**src/rtl/retstk_pkg.sv**
```systemverilog
package retstk_pkg;
    parameter int unsigned STK_DEPTH = 8;
    parameter int unsigned STK_AW    = 13;
    localparam int unsigned STK_PTR_W = (STK_DEPTH > 1) ? $clog2(STK_DEPTH) : 1;
endpackage

```
**src/rtl/retstk_ctrl.sv**
```systemverilog
module retstk_ctrl #(
    parameter int unsigned DEPTH = retstk_pkg::STK_DEPTH,
    parameter int unsigned PTR_W = retstk_pkg::STK_PTR_W
) (
    input  logic             clk,
    input  logic             rst_n,
    input  logic             push_i,
    input  logic             pop_i,
    output logic             wr_en_o,
    output logic [PTR_W-1:0] wr_idx_o,
    output logic [PTR_W-1:0] rd_idx_o,
    output logic [PTR_W-1:0] ptr_o
);
    localparam logic [PTR_W-1:0] LAST = PTR_W'(DEPTH - 1);

    typedef struct packed {
        logic [PTR_W-1:0] ptr;
    } ctrl_t;

    ctrl_t            st_d, st_q;
    logic [PTR_W-1:0] up_d, down_d;

    always_comb begin
        st_d   = st_q;
        up_d   = (st_q.ptr == LAST) ? '0 : st_q.ptr + 1'b1;
        down_d = (st_q.ptr == '0) ? LAST : st_q.ptr - 1'b1;
        unique case ({push_i, pop_i})
            2'b10:   st_d.ptr = up_d;
            2'b01:   st_d.ptr = down_d;
            default: st_d.ptr = st_q.ptr;
        endcase
    end

    always_ff @(posedge clk or negedge rst_n) begin
        if (!rst_n) st_q <= '0;
        else        st_q <= st_d;
    end

    // The top sits one level below the pointer; a push with pop rewrites it.
    assign rd_idx_o = down_d;
    assign wr_idx_o = pop_i ? down_d : st_q.ptr;
    assign wr_en_o  = push_i;
    assign ptr_o    = st_q.ptr;
endmodule

```
**src/rtl/retstk_regs.sv**
```systemverilog
module retstk_regs #(
    parameter int unsigned DEPTH = retstk_pkg::STK_DEPTH,
    parameter int unsigned AW    = retstk_pkg::STK_AW,
    parameter int unsigned PTR_W = retstk_pkg::STK_PTR_W
) (
    input  logic             clk,
    input  logic             wr_en_i,
    input  logic [PTR_W-1:0] wr_idx_i,
    input  logic [AW-1:0]    wr_data_i,
    input  logic [PTR_W-1:0] rd_idx_i,
    output logic [AW-1:0]    rd_data_o
);
    logic [AW-1:0] word_q [DEPTH];

    for (genvar g = 0; g < DEPTH; g++) begin : g_level
        logic [AW-1:0] cell_d, cell_q;

        always_comb begin
            cell_d = cell_q;
            if (wr_en_i && (wr_idx_i == PTR_W'(g))) cell_d = wr_data_i;
        end

        // No reset: saved words survive reset and start undefined.
        always_ff @(posedge clk) begin
            cell_q <= cell_d;
        end

        assign word_q[g] = cell_q;
    end

    assign rd_data_o = word_q[rd_idx_i];
endmodule

```
**src/rtl/retaddr_stack.sv**
```systemverilog
module retaddr_stack #(
    parameter int unsigned DEPTH = retstk_pkg::STK_DEPTH,
    parameter int unsigned AW    = retstk_pkg::STK_AW
) (
    input  logic          clk,
    input  logic          rst_n,
    input  logic          push_i,
    input  logic          pop_i,
    input  logic [AW-1:0] addr_i,
    output logic [AW-1:0] top_o
);
    localparam int unsigned PTR_W = (DEPTH > 1) ? $clog2(DEPTH) : 1;

    logic             wr_en;
    logic [PTR_W-1:0] wr_idx, rd_idx, ptr_q;

    retstk_ctrl #(.DEPTH(DEPTH), .PTR_W(PTR_W)) u_ctrl (
        .clk      (clk),
        .rst_n    (rst_n),
        .push_i   (push_i),
        .pop_i    (pop_i),
        .wr_en_o  (wr_en),
        .wr_idx_o (wr_idx),
        .rd_idx_o (rd_idx),
        .ptr_o    (ptr_q)
    );

    retstk_regs #(.DEPTH(DEPTH), .AW(AW), .PTR_W(PTR_W)) u_regs (
        .clk       (clk),
        .wr_en_i   (wr_en),
        .wr_idx_i  (wr_idx),
        .wr_data_i (addr_i),
        .rd_idx_i  (rd_idx),
        .rd_data_o (top_o)
    );
endmodule

```
**config.mk**
```make
export PLATFORM = sky130hd
export DESIGN_NAME = retaddr_stack
export DESIGN_NICKNAME = d
export VERILOG_FILES = /design/src/rtl/retstk_pkg.sv /design/src/rtl/retstk_ctrl.sv /design/src/rtl/retstk_regs.sv /design/src/rtl/retaddr_stack.sv
export SDC_FILE = /design/constraint.sdc
export NUM_CORES = 1
export LEC_CHECK = 0
export ABC_AREA = 1
export BUFFER_PORTS_ARGS = -buffer_cell sky130_fd_sc_hd__buf_2
export CAP_MARGIN = 10
export CORE_ASPECT_RATIO = 0.6
export CORE_MARGIN = 3
export CORE_UTILIZATION = 63
export CTS_CLUSTER_SIZE = 40
export DETAILED_ROUTE_END_ITERATION = 8
export PLACE_DENSITY = 0.82
export SYNTH_ARGS = -nofsm -noshare
export SYNTH_HDL_FRONTEND = slang
export SYNTH_SLANG_ARGS = --single-unit
```
**constraint.sdc**
```tcl
create_clock -name clk -period 4.3 [get_ports clk]
set_clock_uncertainty 0.15 [all_clocks]
set_input_delay 0.645 -clock clk [delete_from_list [all_inputs] [get_ports clk]]
set_output_delay 0.645 -clock clk [all_outputs]
set_load 0.02 [all_outputs]
```
==> run metrics <==
status=finished, final reports clean; Die Y=75.07 um; Tmin final=3909 ps; CP peak stage delay=870 ps; crit path to=top_o[2]; largest net degree at the start of global routing=56; area of the die=0.009091 mm2; crit path max-delay cell type=clkinv_1; Post-synth EDFFs=104; clock sink count=107; wirelength, routed=10.39 mm; Area Overhead vs Synth=10.57%; syn_nets=531; cells along the critical path=inv_1 > ha_1 > clkinv_1 > nand3_1 > nand2_1 > nand2_1 > nand2_1 > buf_2; CP startpoint=u_ctrl.ptr_o[1]; CTS tree=done; number of buffers and inverters on the critical path=3; Max IR drop VDD=0.4786 mV; Worst path depth=8; Setup TNS=0 ps; Leak=2.578 nW; CP max FO=26; Seq pwr share=0.312; post-route DRC violation count=0; Rows=24; Buffers on Ports=29; crit path capture type=output port; synthesized area=0.005009 mm2; fmax=0.2559 GHz; vias per inst=5.320; Yosys cell types=20; Slew Limit Fails=0; Core ar.=0.007477 mm2; RSZ-0062 raised after global routing=no; Reg2Reg Depth=9; # H-tree levels=3; starting density of the core=0.6698; worst flop-to-flop path endpoint=u_regs.g_level[5].cell_q[7]; switching part of the total=0.4395; maximum root-to-sink buffer count=2; Worst-Skew Late Latency=350 ps; Crit Path Category=flip-flop to output port; Hold Worst Slack=418.7 ps; Synthesis Warnings=0; Storage cell area=0.003199 mm2; sequential element share of the synthesized area=0.6385; Synth Area per Inst=9.840 um2; initial DRC count=378; post_cts resized=0; Tot GR Track Use=0.2495; Comb power frac=0.491; io pins=30; P per Cell Area=781.1 mW/mm2; Worst Tran Pin Value=897.2 ps; hold crit path type=input pin to flip-flop; gr ovfl total=0; Crit path required time=3500 ps; initial antenna violation count=0; family with the most delay on the worst path=buffers and inverters; Max Cap Viol=0; Final Net Count=560; Die X=121.1 um; top_reg_cell synth=edfxtp_1; synthesized flop and latch total=107; Worst slew margin=0.3981; Detailed Place HPWL=6.267 mm; antenna fix cells=0; Cell Int Power=2.424 mW; Cells after Synth=509; final setup violation count=0; RR Startpoint=u_ctrl.ptr_o[0]; ratio of final minimum period to clock period=0.9090; drt pass-1 iters=5; Crit path top cell by count=nand2_1; CTS Buf Count=9; post-synthesis async set-or-reset flop share=0.02804; Root Buffer=clkbuf_16; via count=3442; first-pass GRT wire length=16.64 mm; WL/cell=16.06 um; Multi-input gate area=0.001226 mm2; total net switching power=1.901 mW; final hold vios=0; final instance area=0.005538 mm2; Routed Antenna Nets=0; critical path arrival=3110 ps; DP Area=0.005219 mm2; startpoint types=flip-flop; Filler cells=516; fraction of layout cells with a size suffix above 1=0.1087; RePlAce Congestion=0.8021; vias in the first global route=3192; clock slew at reported path FFs=60 ps; clock network power share=0.196; reg-to-reg slack, setup=1140 ps
[worst reg2reg max path, cell delays in order, from the launching register on]
cell,delay [ps]
dfrtp_2,400
inv_1,120
ha_1,290
nand2_8,250
nand2_8,420
nand2_1,90
o21ai_1,170
nand2_1,110
nor2_1,560
buf_4,300
[cells in the mapped netlist (2+ instances only)]
| master | number | area, um2 |
|---|---|---|
| o21ai_1 | 3 | 15.01 |
| nand3_1 | 105 | 525.5 |
| o21ai_0 | 5 | 25.02 |
| nor2_1 | 10 | 37.54 |
| buf_6 | 5 | 56.30 |
| buf_4 | 2 | 15.01 |
| buf_2 | 14 | 70.07 |
| ha_1 | 5 | 62.56 |
| edfxtp_1 | 104 | 3123 |
| nand2_1 | 130 | 488.0 |
| nand2_8 | 2 | 40.04 |
| dfrtp_1 | 3 | 75.07 |
| inv_2 | 2 | 7.510 |
| inv_1 | 113 | 424.2 |
[per-layer routing]
layer	GRT usage	vias up	routed length, um
li1	-	1681	-
met5	0	-	0
met1	0.3478	1619	4656
met4	0.09171	0	181
met3	0.06306	14	759
met2	0.3893	128	4792
[cells by family (layout without fill, tap and decap cells)]
logic type,Yosys count,after routing,synth area share
buffers and inverters,139,173,0.1167
AOI/OAI and AO/OA,9,9,0.009242
adders and majority gates,5,5,0.01249
xor gates and xnor gates,1,1,0.001749
and+or+nand+nor,248,248,0.2213
DFF,107,107,0.6385
[how the worst min path moves through the flow]
stage / startpoint / to / slack [ps] / cells past startpoint
detailed placement: rst_n / u_ctrl.ptr_o[2] / 300 / 1
floorplan: rst_n / u_ctrl.ptr_o[0] / 200 / 0
global route: addr_i[5] / u_regs.g_level[6].cell_q[5] / 420 / 1
global placement: rst_n / u_ctrl.ptr_o[1] / 300 / 1
CTS: addr_i[5] / u_regs.g_level[6].cell_q[5] / 400 / 1
finish: addr_i[12] / u_regs.g_level[3].cell_q[12] / 420 / 1
[cell type report]
cell class / instances / share of cell area
flip-flops and latches: 107 / 0.5777
multi-input cells: 263 / 0.2214
inverters: 116 / 0.07863
repair buffers: 41 / 0.04293
clock buffers: 10 / 0.04135
well taps: 104 / 0.02350
clock inverters: 6 / 0.01446
[metrics by stage]
stage,worst slack [ps],power [mW],utilization,cells
global placement,930.8,3.424,0.6980,630
global route,192.3,4.604,0.7406,647
floorplan,1759,2.951,-,509
finish,391.5,4.325,0.7406,647
CTS,382.3,4.341,0.7406,647
detailed placement,814.7,3.482,0.6980,630
[power groups by stage]
| stage | registers [mW] | logic [mW] | clock network (mW) |
|---|---|---|---|
| 6_report | 1.35 | 2.12 | 0.849 |
| 3_5_place_dp | 1.37 | 2.11 | 0 |
| 4_1_cts | 1.35 | 2.13 | 0.860 |
| 3_3_place_gp | 1.37 | 2.06 | 0 |
| 5_1_grt | 1.36 | 2.34 | 0.897 |
| 2_1_floorplan | 1.36 | 1.59 | 0 |
[sequential cells by signal, summed over array words and instances, names as in the netlist]
name,flops
u_regs.g_level.cell_q,104
u_ctrl.ptr_o,3
[cells in the final DEF (no fill, tap or decap)]
cell           count
buf_2             29
buf_4             11
bufinv_16          2
clkbuf_1           1
clkbuf_16          9
clkinv_1           3
clkinv_2           1
clkinvlp_4         1
dfrtp_1            2
dfrtp_2            1
dlygate4sd3_1      1
edfxtp_1         104
ha_1               5
inv_1            113
inv_2              2
nand2_1          130
nand2_8            2
nand3_1          105
nand3_4            1
nor2_1            10
o21ai_0            5
o21ai_1            3
o22ai_1            1
xnor2_1            1
[what timing repair did]
item / 4_1_cts / 5_1_grt
endpoints found under the hold margin: 3 / 0
hold buffers: 1 / 0
buffers inserted: 0 / 0
Power figures use the tool's default switching activity.
